`config.mk`:
```
export PLATFORM = sky130hd
export DESIGN_NAME = cmdrsp_pkt_parser
export DESIGN_NICKNAME = d
export VERILOG_FILES = /design/src/rtl/pktp_pkg.sv /design/src/rtl/pktp_type_decode.sv /design/src/rtl/pktp_hdr_fields.sv /design/src/rtl/pktp_seq.sv /design/src/rtl/cmdrsp_pkt_parser.sv
export SDC_FILE = /design/constraint.sdc
export NUM_CORES = 1
export LEC_CHECK = 0
export ABC_CLOCK_PERIOD_IN_PS = 2300
export BUFFER_PORTS_ARGS = -buffer_cell sky130_fd_sc_hd__buf_4
export CAP_MARGIN = 0
export CORE_ASPECT_RATIO = 1.75
export CORE_UTILIZATION = 45
export DETAILED_ROUTE_END_ITERATION = 10
export GPL_ROUTABILITY_DRIVEN = 0
export PLACE_DENSITY_LB_ADDON = 0.12
export SYNTH_ARGS = -nofsm -noshare
export SYNTH_HDL_FRONTEND = slang
export SYNTH_HIERARCHICAL = 1
export SYNTH_SLANG_ARGS = --single-unit
```
`constraint.sdc`:
```
create_clock -name clk -period 2.3 [get_ports clk]
set_input_delay 0 -clock clk [delete_from_list [all_inputs] [get_ports clk]]
set_output_delay 0 -clock clk [all_outputs]
set_load 0.1 [all_outputs]
```
`src/rtl/pktp_pkg.sv`:
```
package pktp_pkg;
  localparam int HDR_BYTES   = 16;
  localparam int HDR_IDX_W   = $clog2(HDR_BYTES);
  localparam int POS_DST     = 0;
  localparam int POS_SRC     = 1;
  localparam int POS_CMD     = 2;
  localparam int POS_ADDR    = 3;
  localparam int ADDR_BYTES  = 6;
  localparam int POS_SDATA   = POS_ADDR + ADDR_BYTES;
  localparam int SDATA_BYTES = 4;
  localparam int POS_ACKC    = POS_SDATA + SDATA_BYTES;
  localparam int POS_ACKS    = POS_ACKC + 1;
  localparam int POS_HCHK    = POS_ACKS + 1;

  typedef enum logic [2:0] {
    K_IO_RD, K_IO_WR, K_MEM_RD, K_MEM_WR,
    K_CFG_RD, K_CFG_WR, K_RSP_DATA, K_RSP_NODATA
  } pkt_kind_e;

  typedef enum logic [2:0] {S_IDLE, S_HDR, S_PAY, S_DCHK, S_DROP} seq_st_e;

  function automatic logic code_known(input logic [7:0] c);
    return (c >= 8'd1) && (c <= 8'd8);
  endfunction

  function automatic pkt_kind_e code_kind(input logic [7:0] c);
    logic [7:0] t;
    t = c - 8'd1;
    return pkt_kind_e'(t[2:0]);
  endfunction

  function automatic logic kind_long(input pkt_kind_e k);
    return (k == K_IO_WR) || (k == K_MEM_WR) || (k == K_CFG_WR) || (k == K_RSP_DATA);
  endfunction
endpackage

```
`src/rtl/pktp_type_decode.sv`:
```
module pktp_type_decode
  import pktp_pkg::*;
(
  input  logic [7:0] code,
  output logic       known,
  output logic [2:0] kind,
  output logic       long_pkt
);
  pkt_kind_e k;
  always_comb begin
    k        = code_kind(code);
    known    = code_known(code);
    kind     = known ? k : 3'd0;
    long_pkt = known && kind_long(k);
  end
endmodule

```
`src/rtl/pktp_hdr_fields.sv`:
```
module pktp_hdr_fields
  import pktp_pkg::*;
(
  input  logic                 clk,
  input  logic                 rst_n,
  input  logic                 wr_en,
  input  logic [HDR_IDX_W-1:0] wr_idx,
  input  logic [7:0]           wr_byte,
  input  logic                 dchk_en,
  output logic [7:0]           dst_q,
  output logic [7:0]           src_q,
  output logic [7:0]           cmd_q,
  output logic [8*ADDR_BYTES-1:0]  addr_q,
  output logic [8*SDATA_BYTES-1:0] sdata_q,
  output logic [7:0]           ackc_q,
  output logic [7:0]           acks_q,
  output logic [7:0]           hchk_q,
  output logic [7:0]           dchk_q
);
  logic [ADDR_BYTES-1:0]  addr_we;
  logic [SDATA_BYTES-1:0] sdata_we;

  for (genvar g = 0; g < ADDR_BYTES; g++) begin : g_addr_we
    assign addr_we[g] = wr_en && (wr_idx == HDR_IDX_W'(POS_ADDR + g));
  end
  for (genvar g = 0; g < SDATA_BYTES; g++) begin : g_sdata_we
    assign sdata_we[g] = wr_en && (wr_idx == HDR_IDX_W'(POS_SDATA + g));
  end

  function automatic logic hit(input logic en, input logic [HDR_IDX_W-1:0] idx, input int pos);
    return en && (idx == HDR_IDX_W'(pos));
  endfunction

  always_ff @(posedge clk or negedge rst_n) begin
    if (!rst_n) begin
      dst_q   <= '0;
      src_q   <= '0;
      cmd_q   <= '0;
      addr_q  <= '0;
      sdata_q <= '0;
      ackc_q  <= '0;
      acks_q  <= '0;
      hchk_q  <= '0;
      dchk_q  <= '0;
    end else begin
      if (hit(wr_en, wr_idx, POS_DST))  dst_q  <= wr_byte;
      if (hit(wr_en, wr_idx, POS_SRC))  src_q  <= wr_byte;
      if (hit(wr_en, wr_idx, POS_CMD))  cmd_q  <= wr_byte;
      if (hit(wr_en, wr_idx, POS_ACKC)) ackc_q <= wr_byte;
      if (hit(wr_en, wr_idx, POS_ACKS)) acks_q <= wr_byte;
      if (hit(wr_en, wr_idx, POS_HCHK)) hchk_q <= wr_byte;
      for (int j = 0; j < ADDR_BYTES; j++)
        if (addr_we[j]) addr_q[(ADDR_BYTES-1-j)*8 +: 8] <= wr_byte;
      for (int j = 0; j < SDATA_BYTES; j++)
        if (sdata_we[j]) sdata_q[(SDATA_BYTES-1-j)*8 +: 8] <= wr_byte;
      if (dchk_en) dchk_q <= wr_byte;
    end
  end
endmodule

```
`src/rtl/pktp_seq.sv`:
```
module pktp_seq
  import pktp_pkg::*;
#(
  parameter int PAYLOAD_BYTES = 1024,
  localparam int PAY_CW = (PAYLOAD_BYTES > 1) ? $clog2(PAYLOAD_BYTES) : 1
) (
  input  logic                 clk,
  input  logic                 rst_n,
  input  logic                 in_valid,
  input  logic                 in_sop,
  input  logic [7:0]           in_byte,
  input  logic                 cmd_known_in,
  input  logic                 hdr_long,
  output logic                 hdr_wr,
  output logic [HDR_IDX_W-1:0] hdr_idx_w,
  output logic                 dchk_wr,
  output logic                 pay_valid_q,
  output logic [7:0]           pay_byte_q,
  output logic                 pay_last_q,
  output logic                 done_q,
  output logic                 err_q,
  output logic                 ev_abort,
  output logic                 ev_badcmd,
  output logic                 ev_hdr_end,
  output logic                 ev_pay_end
);
  localparam logic [PAY_CW-1:0] PAY_LAST = PAY_CW'(PAYLOAD_BYTES - 1);
  localparam logic [HDR_IDX_W-1:0] IDX_END = HDR_IDX_W'(HDR_BYTES - 1);

  seq_st_e               st, st_n;
  logic [HDR_IDX_W-1:0]  hdr_idx;
  logic [PAY_CW-1:0]     pay_cnt;
  logic                  start, cont, in_hdr, pay_beat;

  always_comb begin
    start      = in_valid && in_sop;
    cont       = in_valid && !in_sop;
    in_hdr     = cont && (st == S_HDR);
    ev_abort   = start && ((st == S_HDR) || (st == S_PAY) || (st == S_DCHK));
    hdr_wr     = start || in_hdr;
    hdr_idx_w  = start ? '0 : hdr_idx;
    ev_badcmd  = in_hdr && (hdr_idx == HDR_IDX_W'(POS_CMD)) && !cmd_known_in;
    ev_hdr_end = in_hdr && (hdr_idx == IDX_END);
    pay_beat   = cont && (st == S_PAY);
    ev_pay_end = pay_beat && (pay_cnt == PAY_LAST);
    dchk_wr    = cont && (st == S_DCHK);

    st_n = st;
    if (start)           st_n = S_HDR;
    else if (ev_badcmd)  st_n = S_DROP;
    else if (ev_hdr_end) st_n = hdr_long ? S_PAY : S_IDLE;
    else if (ev_pay_end) st_n = S_DCHK;
    else if (dchk_wr)    st_n = S_IDLE;
  end

  always_ff @(posedge clk or negedge rst_n) begin
    if (!rst_n) begin
      st          <= S_IDLE;
      hdr_idx     <= '0;
      pay_cnt     <= '0;
      pay_valid_q <= 1'b0;
      pay_byte_q  <= '0;
      pay_last_q  <= 1'b0;
      done_q      <= 1'b0;
      err_q       <= 1'b0;
    end else begin
      st <= st_n;
      if (start)       hdr_idx <= HDR_IDX_W'(1);
      else if (in_hdr) hdr_idx <= hdr_idx + 1'b1;
      if (ev_hdr_end)    pay_cnt <= '0;
      else if (pay_beat) pay_cnt <= pay_cnt + 1'b1;
      pay_valid_q <= pay_beat;
      if (pay_beat) pay_byte_q <= in_byte;
      pay_last_q  <= ev_pay_end;
      done_q      <= (ev_hdr_end && !hdr_long) || dchk_wr;
      err_q       <= ev_abort || ev_badcmd;
    end
  end
endmodule

```
`src/rtl/cmdrsp_pkt_parser.sv`:
```
module cmdrsp_pkt_parser
  import pktp_pkg::*;
#(
  parameter int PAYLOAD_BYTES = 1024,
  localparam int LEN_W = $clog2(PAYLOAD_BYTES + 1)
) (
  input  logic              clk,
  input  logic              rst_n,
  input  logic              in_valid,
  input  logic              in_sop,
  input  logic [7:0]        in_byte,
  output logic [7:0]        dst_node,
  output logic [7:0]        src_node,
  output logic [7:0]        cmd_code,
  output logic [47:0]       addr_offset,
  output logic [31:0]       short_data,
  output logic [7:0]        ack_cmd,
  output logic [7:0]        ack_status,
  output logic [7:0]        hdr_check,
  output logic [7:0]        data_check,
  output logic              kind_valid,
  output logic [2:0]        pkt_kind,
  output logic              is_long,
  output logic [LEN_W-1:0]  pay_len,
  output logic              resp_active,
  output logic              pay_valid,
  output logic [7:0]        pay_byte,
  output logic              pay_last,
  output logic              done,
  output logic              err
);
  logic                 hdr_wr, dchk_wr;
  logic [HDR_IDX_W-1:0] hdr_idx_w;
  logic                 in_known;
  logic [2:0]           in_kind_unused;
  logic                 in_long_unused;
  logic                 ev_abort, ev_badcmd, ev_hdr_end, ev_pay_end;

  pktp_type_decode u_in_dec (
    .code(in_byte), .known(in_known), .kind(in_kind_unused), .long_pkt(in_long_unused)
  );

  pktp_type_decode u_hdr_dec (
    .code(cmd_code), .known(kind_valid), .kind(pkt_kind), .long_pkt(is_long)
  );

  pktp_hdr_fields u_fields (
    .clk(clk), .rst_n(rst_n), .wr_en(hdr_wr), .wr_idx(hdr_idx_w), .wr_byte(in_byte),
    .dchk_en(dchk_wr), .dst_q(dst_node), .src_q(src_node), .cmd_q(cmd_code),
    .addr_q(addr_offset), .sdata_q(short_data), .ackc_q(ack_cmd), .acks_q(ack_status),
    .hchk_q(hdr_check), .dchk_q(data_check)
  );

  pktp_seq #(.PAYLOAD_BYTES(PAYLOAD_BYTES)) u_seq (
    .clk(clk), .rst_n(rst_n), .in_valid(in_valid), .in_sop(in_sop), .in_byte(in_byte),
    .cmd_known_in(in_known), .hdr_long(is_long), .hdr_wr(hdr_wr), .hdr_idx_w(hdr_idx_w),
    .dchk_wr(dchk_wr), .pay_valid_q(pay_valid), .pay_byte_q(pay_byte),
    .pay_last_q(pay_last), .done_q(done), .err_q(err), .ev_abort(ev_abort),
    .ev_badcmd(ev_badcmd), .ev_hdr_end(ev_hdr_end), .ev_pay_end(ev_pay_end)
  );

  assign pay_len     = is_long ? LEN_W'(PAYLOAD_BYTES) : '0;
  assign resp_active = ack_status[7];
endmodule

```
==> impl_metrics.py, run 1 <==
metrics = {
    "grt": {
        "track_usage": 0.226,
        "antenna_found_initial": 0,
        "gr-total-overflow": 0,
        "grt_first_pass_wirelength_um": 26800,
        "grt_max_degree": 71,
        "grt_pass1_vias": 4946,
    },
    "placed_design": {
        "port_buffers": 166,
        "dp_slack_ns": 0.0831,
        "dp.final_hpwl_um": 11900,
        "placed_area_um2": 8500,
    },
    "detailed_routing": {
        "wire_per_inst_um": 19.3,
        "drc": 0,
        "totalWireLength_um": 16800,
        "num_vias": 4569,
        "via_per_inst": 5.25,
        "detail_route.first_pass.iterations": 4,
        "drtIter0Drc": 161,
        "antenna_left": 0,
    },
    "cts": {
        "cts_max_path_buffers": 2,
        "cts_tree": "yes",
        "clock_latency_ns": 0.42,
        "htree_levels": 4,
        "cts-root-buf": "clkbuf_16",
        "cts_setup_buffers": 0,
        "path_clk_slew_ns": 0.07,
        "cts_made_buffers": 17,
        "clock_sinks": 165,
    },
    "synthesis": {
        "syn-mean-instance-area_um2": 14.2,
        "mappedNetlistArea_um2": 6900,
        "yosys_warnings": 6,
        "netlist_instances": 487,
    },
    "floorplanning": {
        "die_y_um": 166,
        "start_util": 0.463,
        "ios": 177,
        "core-area_um2": 14900,
        "fp-row-count": 59,
        "dieArea_um2": 15900,
        "die_width_um": 95.6,
    },
    "sta": {
        "slew_headroom": 0.562,
        "fmaxAchievable_mhz": 454,
        "fin_ws_ns": 0.0955,
        "setup_viol": 0,
        "tightest_slew_ns": 0.657,
        "min_period_over_period": 0.958,
        "final_max_slew_viol_count": 0,
        "period_minus_slack_ns": 2.20,
        "hold_viol_final": 0,
        "rsz0062_at_grt": "true",
        "fin_skew_ns": 0.00880,
    },
    "final_layout": {
        "area_growth_pct": 32.2,
        "final_cell_mix": "buf_4, dfrtp_1, mux2_2",
        "drive_above_1_share": 0.557,
        "fin_nets": 697,
        "layout_commonest_cell": "buf_4",
        "antenna_cells": 0,
        "final_area_um2": 9130,
    },
    "outcome": {
        "status": "complete, no violations",
    },
    "worst_hold_path": {
        "hold_class": "in2reg",
    },
    "worst_setup_path": {
        "worstSetupStartpointType": "flip-flop",
        "crit_fanout": 8,
        "setup.worst_path.class": "reg2reg",
        "cp-end-kind": "flip-flop",
        "arrival_ns": 2.51,
        "cp.required_ns": 2.60,
    },
    "flow_run": {
        "max-cap-violations": 0,
    },
}
## metrics by stage
stage	setup TNS (ns)	utilization	hold slack [ns]	cells
after floorplan	-1.10	-	-0.296	496
after global placement	0	0.570	0.0523	836
after detailed placement	0	0.570	0.0477	836
after CTS	0	0.612	0.0131	871
final	0	0.612	0.0298	871
after global routing	0	0.612	0.0409	871
## worst paths after layout
kind | from | endpoint | slack (ns) | depth (start not counted)
setup / recovery | u_seq/st[2]$_DFFE_PN0P_ | u_fields/hchk_q[2]$_DFFE_PN0P_ | 0.1 | 6
setup reg to reg | u_seq/st[2]$_DFFE_PN0P_ | u_fields/hchk_q[2]$_DFFE_PN0P_ | 0.1 | 6
hold / removal | in_valid | u_seq/st[0]$_DFFE_PN0P_ | 0.03 | 4
min in group asynchronous | rst_n | u_fields/sdata_q[23]$_DFFE_PN0P_ | 0.15 | 2
max in group asynchronous | rst_n | u_fields/addr_q[23]$_DFFE_PN0P_ | 1.44 | 3
hold reg to reg | u_fields/addr_q[36]$_DFFE_PN0P_ | u_fields/addr_q[36]$_DFFE_PN0P_ | 0.49 | 1
## state kept, by name, indices dropped and copies added (netlist names), 3 cells and up
register and flops:
u_fields/addr_q 48, u_fields/sdata_q 32, u_seq/pay_cnt 10, u_fields/ackc_q 8, u_fields/acks_q 8, u_fields/cmd_q 8, u_fields/dchk_q 8, u_fields/dst_q 8
u_fields/hchk_q 8, u_fields/src_q 8, u_seq/pay_byte_q 8, u_seq/hdr_idx 4, u_seq/st 3
## worst max-delay path, cell delays in order, from the launching register on
cell and delay, ns:
dfrtp_1 0.39, nand4bb_1 0.25, or2_1 0.27, nand2_1 0.12
nand3_1 0.22, nor2_2 0.45, mux2_2 0.39
## layout make-up
type / instances / area (µm²)
well taps: 183 / 229
repair buffers: 192 / 1480
clock inverters: 14 / 163
clock buffers: 17 / 425
flip-flops and latches: 165 / 4140
fillers: 1212 / 5780
inverters: 14 / 57.6
multi-input cells: 286 / 2630
## layer usage
layer,routed length (µm),part of all wire,global-route usage
met5,0,0,0
met3,850,0.051,0.0582
met1,6530,0.39,0.264
met4,411,0.024,0.0844
met2,9010,0.54,0.389
## what timing repair did
action                                  4_1_cts  5_1_grt
hold endpoints to repair                     71        0
endpoints found under the setup margin        0        9
gates resized for setup                       0        1
hold buffers                                  4        0
Power of run 1 is left out: the tool's default activity adds up to more than one toggle a clock period on the data nets, which glitch-free logic cannot reach.
==> run 2: changes to the inputs <==
Settings changed: ABC_CLOCK_PERIOD_IN_PS 2300 to not set, CORE_ASPECT_RATIO 1.75 to 1.5.
==> run 2 against run 1 <==
  * Sequential share of layout area about the same
  * Clock skew about the same
  * Via count decreased by 1.7%
  * Cell count increased by 1.8%
  * Critical path depth unchanged
  * Global-route usage decreased by 0.93 points
  * Critical endpoint is now u_fields/addr_q[34]$_DFFE_PN0P_
  * Largest cell class unchanged
==> impl_metrics.py, run 2 (synthesized netlist as in run 1, its figures left out) <==
metrics = {
    "worst_setup_path": {
        "worstSetupStartpointType": "flip-flop",
        "arrival_ns": 2.50,
        "reg2reg_from": "u_seq/st[2]$_DFFE_PN0P_",
        "reg2reg_setup_slack_ns": 0.09,
        "worstRegToRegCells": 6,
        "cp.required_ns": 2.59,
        "critical_path.slowest_cell": "or3_1",
        "cp-end-kind": "flip-flop",
        "setup.worst_path.class": "reg2reg",
        "crit_fanout": 8,
        "r2r-end": "u_fields/addr_q[34]$_DFFE_PN0P_",
        "cp_slowest_stage_delay_ns": 0.54,
        "worstPathCellList": "nand4bb_1 > or2_1 > nand2_1 > nand3b_1 > or3_1 > mux2_1",
    },
    "final_layout": {
        "antenna_cells": 0,
        "drive_above_1_share": 0.557,
        "area_growth_pct": 32.2,
        "utilization": 0.606,
        "top_regs": "u_fields/addr_q: 48 flops, u_fields/sdata_q: 32 flops, u_seq/pay_cnt: 10 flops",
        "final_cell_mix": "buf_4, dfrtp_1, mux2_2",
        "fin_nets": 696,
        "layout_commonest_cell": "buf_4",
        "regMostFlops": "u_fields/addr_q",
        "fillers": 1256,
        "largest_reg_flops": 48,
    },
    "grt": {
        "grt_pass1_vias": 4701,
        "grt_max_degree": 76,
        "gr-total-overflow": 0,
        "track_usage": 0.216,
        "antenna_found_initial": 0,
        "grt_first_pass_wirelength_um": 25600,
    },
    "detailed_routing": {
        "wire_per_inst_um": 18.1,
        "drtIter0Drc": 140,
        "num_vias": 4492,
        "antenna_left": 0,
        "drc": 0,
        "totalWireLength_um": 16100,
        "detail_route.first_pass.iterations": 4,
        "via_per_inst": 5.06,
    },
    "cts": {
        "clock_latency_ns": 0.42,
        "cts_max_path_buffers": 2,
        "cts_made_buffers": 17,
        "cts_tree": "yes",
        "htree_levels": 4,
        "clock_sinks": 165,
        "cts_setup_buffers": 0,
        "path_clk_slew_ns": 0.07,
        "cts-root-buf": "clkbuf_16",
    },
    "sta": {
        "fmaxAchievable_mhz": 453,
        "period_minus_slack_ns": 2.21,
        "hold_viol_final": 0,
        "min_period_over_period": 0.959,
        "rsz0062_at_grt": "true",
        "tightest_slew_ns": 0.704,
        "fin_skew_ns": 0.00904,
        "tns_ns": 0,
        "final_max_slew_viol_count": 0,
        "setup_viol": 0,
        "slew_headroom": 0.531,
    },
    "placed_design": {
        "port_buffers": 166,
        "dp.final_hpwl_um": 11100,
    },
    "floorplanning": {
        "die_width_um": 103,
        "fp-row-count": 55,
        "core-area_um2": 15100,
        "start_util": 0.458,
        "ios": 177,
        "dieArea_um2": 15800,
        "die_y_um": 154,
    },
    "worst_hold_path": {
        "whs_endpoint": "u_seq/st[0]$_DFFE_PN0P_",
        "min_path_cells": 4,
        "hold_class": "in2reg",
        "hold_start": "in_valid",
    },
    "flow_run": {
        "max-cap-violations": 0,
    },
    "outcome": {
        "status": "complete, no violations",
    },
}
[run 2: through the flow]
step,instances,hold WS [ns],area [µm²],setup WS (ns)
3_3_place_gp,851,0.0552,8500,0.164
6_report,887,0.0166,9130,0.0936
3_5_place_dp,851,0.0680,8500,0.112
5_1_grt,887,0.0451,9130,-0.0243
4_1_cts,887,0.00167,9110,0.0881
2_1_floorplan,496,-0.296,7010,-0.358
[run 2: per-layer routing]
metal | track usage | vias up | share of wire
li1 | - | 2047 | -
met3 | 0.0555 | 17 | 0.050
met1 | 0.257 | 2311 | 0.40
met2 | 0.377 | 117 | 0.54
met4 | 0.0684 | 0 | 0.011
met5 | 0 | - | 0
[run 2: critical path, delay by kind of cell, from the launching register on]
kind	cells	cell delay (ns)
DFF	1	0.37
and+or+nand+nor	5	1.33
muxes	1	0.39
[run 2: layout make-up]
class                      instances  area [µm²]  area share
clock inverter                    14         139      0.0152
multi-input combinational        286        2640       0.289
tap                              199         249      0.0273
sequential                       165        4140       0.454
clock buffer                      18         439      0.0481
timing repair buffer             191        1460       0.160
inverter                          14        57.6     0.00631
[run 2: what timing repair did]
action / in CTS / in global routing
hold buffers: 4 / 0
endpoints found under the hold margin: 76 / 0
endpoints found under the setup margin: 0 / 17
resized for setup: 0 / 3
[run 2: worst max-delay path by stage]
stage	endpoint	start	slack, ns
after CTS	is_long	u_fields/cmd_q[0]$_DFFE_PN0P_	0.09
after global placement	u_seq/st[0]$_DFFE_PN0P_	in_byte[0]	0.16
after floorplan	u_seq/st[1]$_DFFE_PN0P_	u_fields/cmd_q[0]$_DFFE_PN0P_	-0.36
after detailed placement	u_seq/st[0]$_DFFE_PN0P_	in_byte[0]	0.11
after global routing	u_fields/addr_q[31]$_DFFE_PN0P_	in_sop	-0.02
final	u_fields/addr_q[34]$_DFFE_PN0P_	u_seq/st[2]$_DFFE_PN0P_	0.09
Power of run 2 is left out for the same reason.
==> run 3: changes to the inputs <==
Settings changed: CAP_MARGIN 0 to 20, CTS_BUF_LIST set to sky130_fd_sc_hd__clkbuf_16, SYNTH_HIERARCHICAL 1 to not set.
==> run 3 against run 2 <==
  * Sequential cell count unchanged
  * Count of clock-buffer cells in the layout down 1
  * Register-to-register slack improved by 0.09 ns
  * Critical path type is now reg2out
  * Largest cell class unchanged
  * Highest routed layer unchanged
==> impl_metrics.py, run 3 <==
metrics = {
    "detailed_routing": {
        "detail_route.first_pass.iterations": 4,
        "drc": 0,
        "antenna_left": 0,
        "num_vias": 4426,
        "wire_per_inst_um": 19.4,
        "via_per_inst": 5.15,
        "drtIter0Drc": 125,
        "totalWireLength_um": 16600,
    },
    "sta": {
        "tns_ns": 0,
        "setup_viol": 0,
        "slew_headroom": 0.445,
        "fin_skew_ns": 0.00923,
        "rsz0062_at_grt": "false",
        "tightest_slew_ns": 0.825,
        "final_max_slew_viol_count": 0,
        "min_period_over_period": 0.948,
        "holdWs_ns": 0.0654,
        "hold_viol_final": 0,
        "period_minus_slack_ns": 2.18,
        "fmaxAchievable_mhz": 458,
    },
    "synthesis": {
        "async_reset_ff_frac": 1.00,
        "syn-mean-instance-area_um2": 14.4,
        "synth_edf_count": 0,
        "ys_ff_latch": 165,
        "yosysUniqueCellTypes": 48,
        "synth_xor_area_frac": 0.0152,
        "synthAdderAreaFrac": 0.0109,
        "synth_area_leaders": "dfrtp_1, mux2_2, mux2_4, buf_4, ha_1",
        "synth.most_common_cell": "dfrtp_1",
        "mappedNetlistArea_um2": 6900,
        "ys_seq_area_frac": 0.598,
        "synth_compound_area_frac": 0.0132,
        "synth_ff_type": "dfrtp_1",
        "synth-simple-area-share": 0.0836,
        "netlist_instances": 478,
        "yosys.area.top_type_share": 0.598,
        "yosysTopAreaCell": "dfrtp_1",
        "muxShareOfSynthArea": 0.242,
        "synth_top_family_by_area": "multiplexers",
        "ys_top_cells_by_count": "dfrtp_1, mux2_2, clkbuf_1, nor2_1, buf_4",
        "yosys_warnings": 0,
    },
    "floorplanning": {
        "die_width_um": 103,
        "die_y_um": 154,
        "core-area_um2": 15100,
        "ios": 177,
        "start_util": 0.458,
        "dieArea_um2": 15800,
        "fp-row-count": 55,
    },
    "power_and_ir_drop": {
        "leakagePower_nw": 4.62,
        "p_per_area_nw_per_um2": 1470,
        "vdd_drop_max_mv": 1.23,
    },
    "grt": {
        "grt_first_pass_wirelength_um": 26400,
        "grt_pass1_vias": 4708,
        "antenna_found_initial": 0,
        "gr-total-overflow": 0,
        "grt_max_degree": 74,
        "track_usage": 0.225,
    },
    "worst_hold_path": {
        "hold_start": "in_byte[0]",
        "whs_endpoint": "u_fields.dst_q[0]$_DFFE_PN0P_",
        "min_path_cells": 2,
        "hold_class": "in2reg",
    },
    "final_layout": {
        "layout_commonest_cell": "buf_4",
        "largest_reg_flops": 48,
        "fin_nets": 667,
        "final_area_um2": 8960,
        "drive_above_1_share": 0.577,
        "top_regs": "u_fields.addr_q: 48 flops, u_fields.sdata_q: 32 flops, u_seq.pay_cnt: 10 flops",
        "regMostFlops": "u_fields.addr_q",
        "final_cells": 859,
        "area_growth_pct": 29.8,
        "final_cell_mix": "buf_4, dfrtp_1, mux2_2",
        "antenna_cells": 0,
    },
    "placed_design": {
        "dp.final_hpwl_um": 11400,
        "port_buffers": 166,
        "placedCellCount": 824,
        "placed_area_um2": 8340,
    },
    "worst_setup_path": {
        "reg2reg_setup_slack_ns": 0.18,
        "crit_fanout": 6,
        "cp.required_ns": 2.30,
        "worstSetupStartpointType": "flip-flop",
        "worstRegToRegCells": 5,
        "reg2reg_from": "u_seq.st[1]$_DFFE_PN0P_",
        "arrival_ns": 2.18,
        "cp-end-kind": "primary output",
        "r2r-end": "u_fields.addr_q[26]$_DFFE_PN0P_",
        "setup.worst_path.class": "reg2out",
    },
    "cts": {
        "path_clk_slew_ns": 0.07,
        "htree_levels": 4,
        "clock_latency_ns": 0.42,
        "cts-root-buf": "clkbuf_16",
        "cts_max_path_buffers": 2,
        "cts_made_buffers": 17,
        "cts_tree": "yes",
        "clock_sinks": 165,
    },
    "outcome": {
        "status": "complete, no violations",
    },
    "flow_run": {
        "max-cap-violations": 0,
    },
}
-- run 3: through the flow --
stage	utilization	power, mW	setup slack (ns)
floorplan	-	9.14	0.0555
global placement	0.554	10.5	0.237
detailed placement	0.554	10.5	0.114
CTS	0.593	13.2	0.0212
global route	0.595	13.6	0.0502
finish	0.595	13.2	0.119
-- run 3: cell type report --
cell class / count / area, µm²
Clock buffer: 17 / 425
Clock inverter: 13 / 103
Fill cell: 1230 / 6110
Inverter: 8 / 30.0
Multi-Input combinational cell: 273 / 2590
Sequential cell: 165 / 4140
Tap cell: 199 / 249
Timing Repair Buffer: 184 / 1430
-- run 3: power breakdown --
part           switching (mW)  total (mW)  leakage, nW  internal (mW)
combinational            5.29        6.74         2.16           1.45
clock                    1.19        2.58        0.246           1.39
sequential              0.388        3.84         2.22           3.45
total                    6.87        13.2         4.62           6.29
-- run 3: cell families after synthesis --
family | after synthesis
buf+inv | 49
xor+xnor | 12
other cells | 1
simple gates | 85
flops | 165
mux | 146
fa+ha+maj | 6
compound gates | 14
-- run 3: critical path, stage by stage, from the launching register on --
cell     delay, ns
dfrtp_4       0.51
inv_1         0.10
ha_1          0.15
inv_1         0.03
o21ai_0       0.38
and4_4        0.36
buf_6         0.24
-- run 3: timing repair --
item / in CTS / in global routing
hold buffers: 4 / 0
buffers inserted: 0 / 1
resized for setup: 9 / 2
endpoints found under the hold margin: 66 / 0
endpoints found under the setup margin: 6 / 5
pin swaps: 0 / 1
-- run 3: how the worst max path moves through the flow --
stage,from,to,slack (ns),cells past startpoint
after floorplan,u_fields.cmd_q[6]$_DFFE_PN0P_,pkt_kind[2],0.06,3
after global placement,u_seq.st[1]$_DFFE_PN0P_,u_fields.addr_q[29]$_DFFE_PN0P_,0.24,4
after detailed placement,u_seq.st[1]$_DFFE_PN0P_,u_fields.addr_q[28]$_DFFE_PN0P_,0.11,4
after CTS,u_fields.cmd_q[0]$_DFFE_PN0P_,pay_len[10],0.02,5
after global routing,u_fields.cmd_q[7]$_DFFE_PN0P_,pay_len[10],0.05,3
final,u_fields.cmd_q[0]$_DFFE_PN0P_,is_long,0.12,6
-- run 3: routing by layer --
metal	vias up	routed length, µm	GRT usage
met1	2294	6860	0.279
met5	-	0	0
li1	1999	-	-
met4	0	135	0.0563
met2	122	8920	0.389
met3	11	733	0.0532
Note: power is estimated with default switching activity, not from simulation.
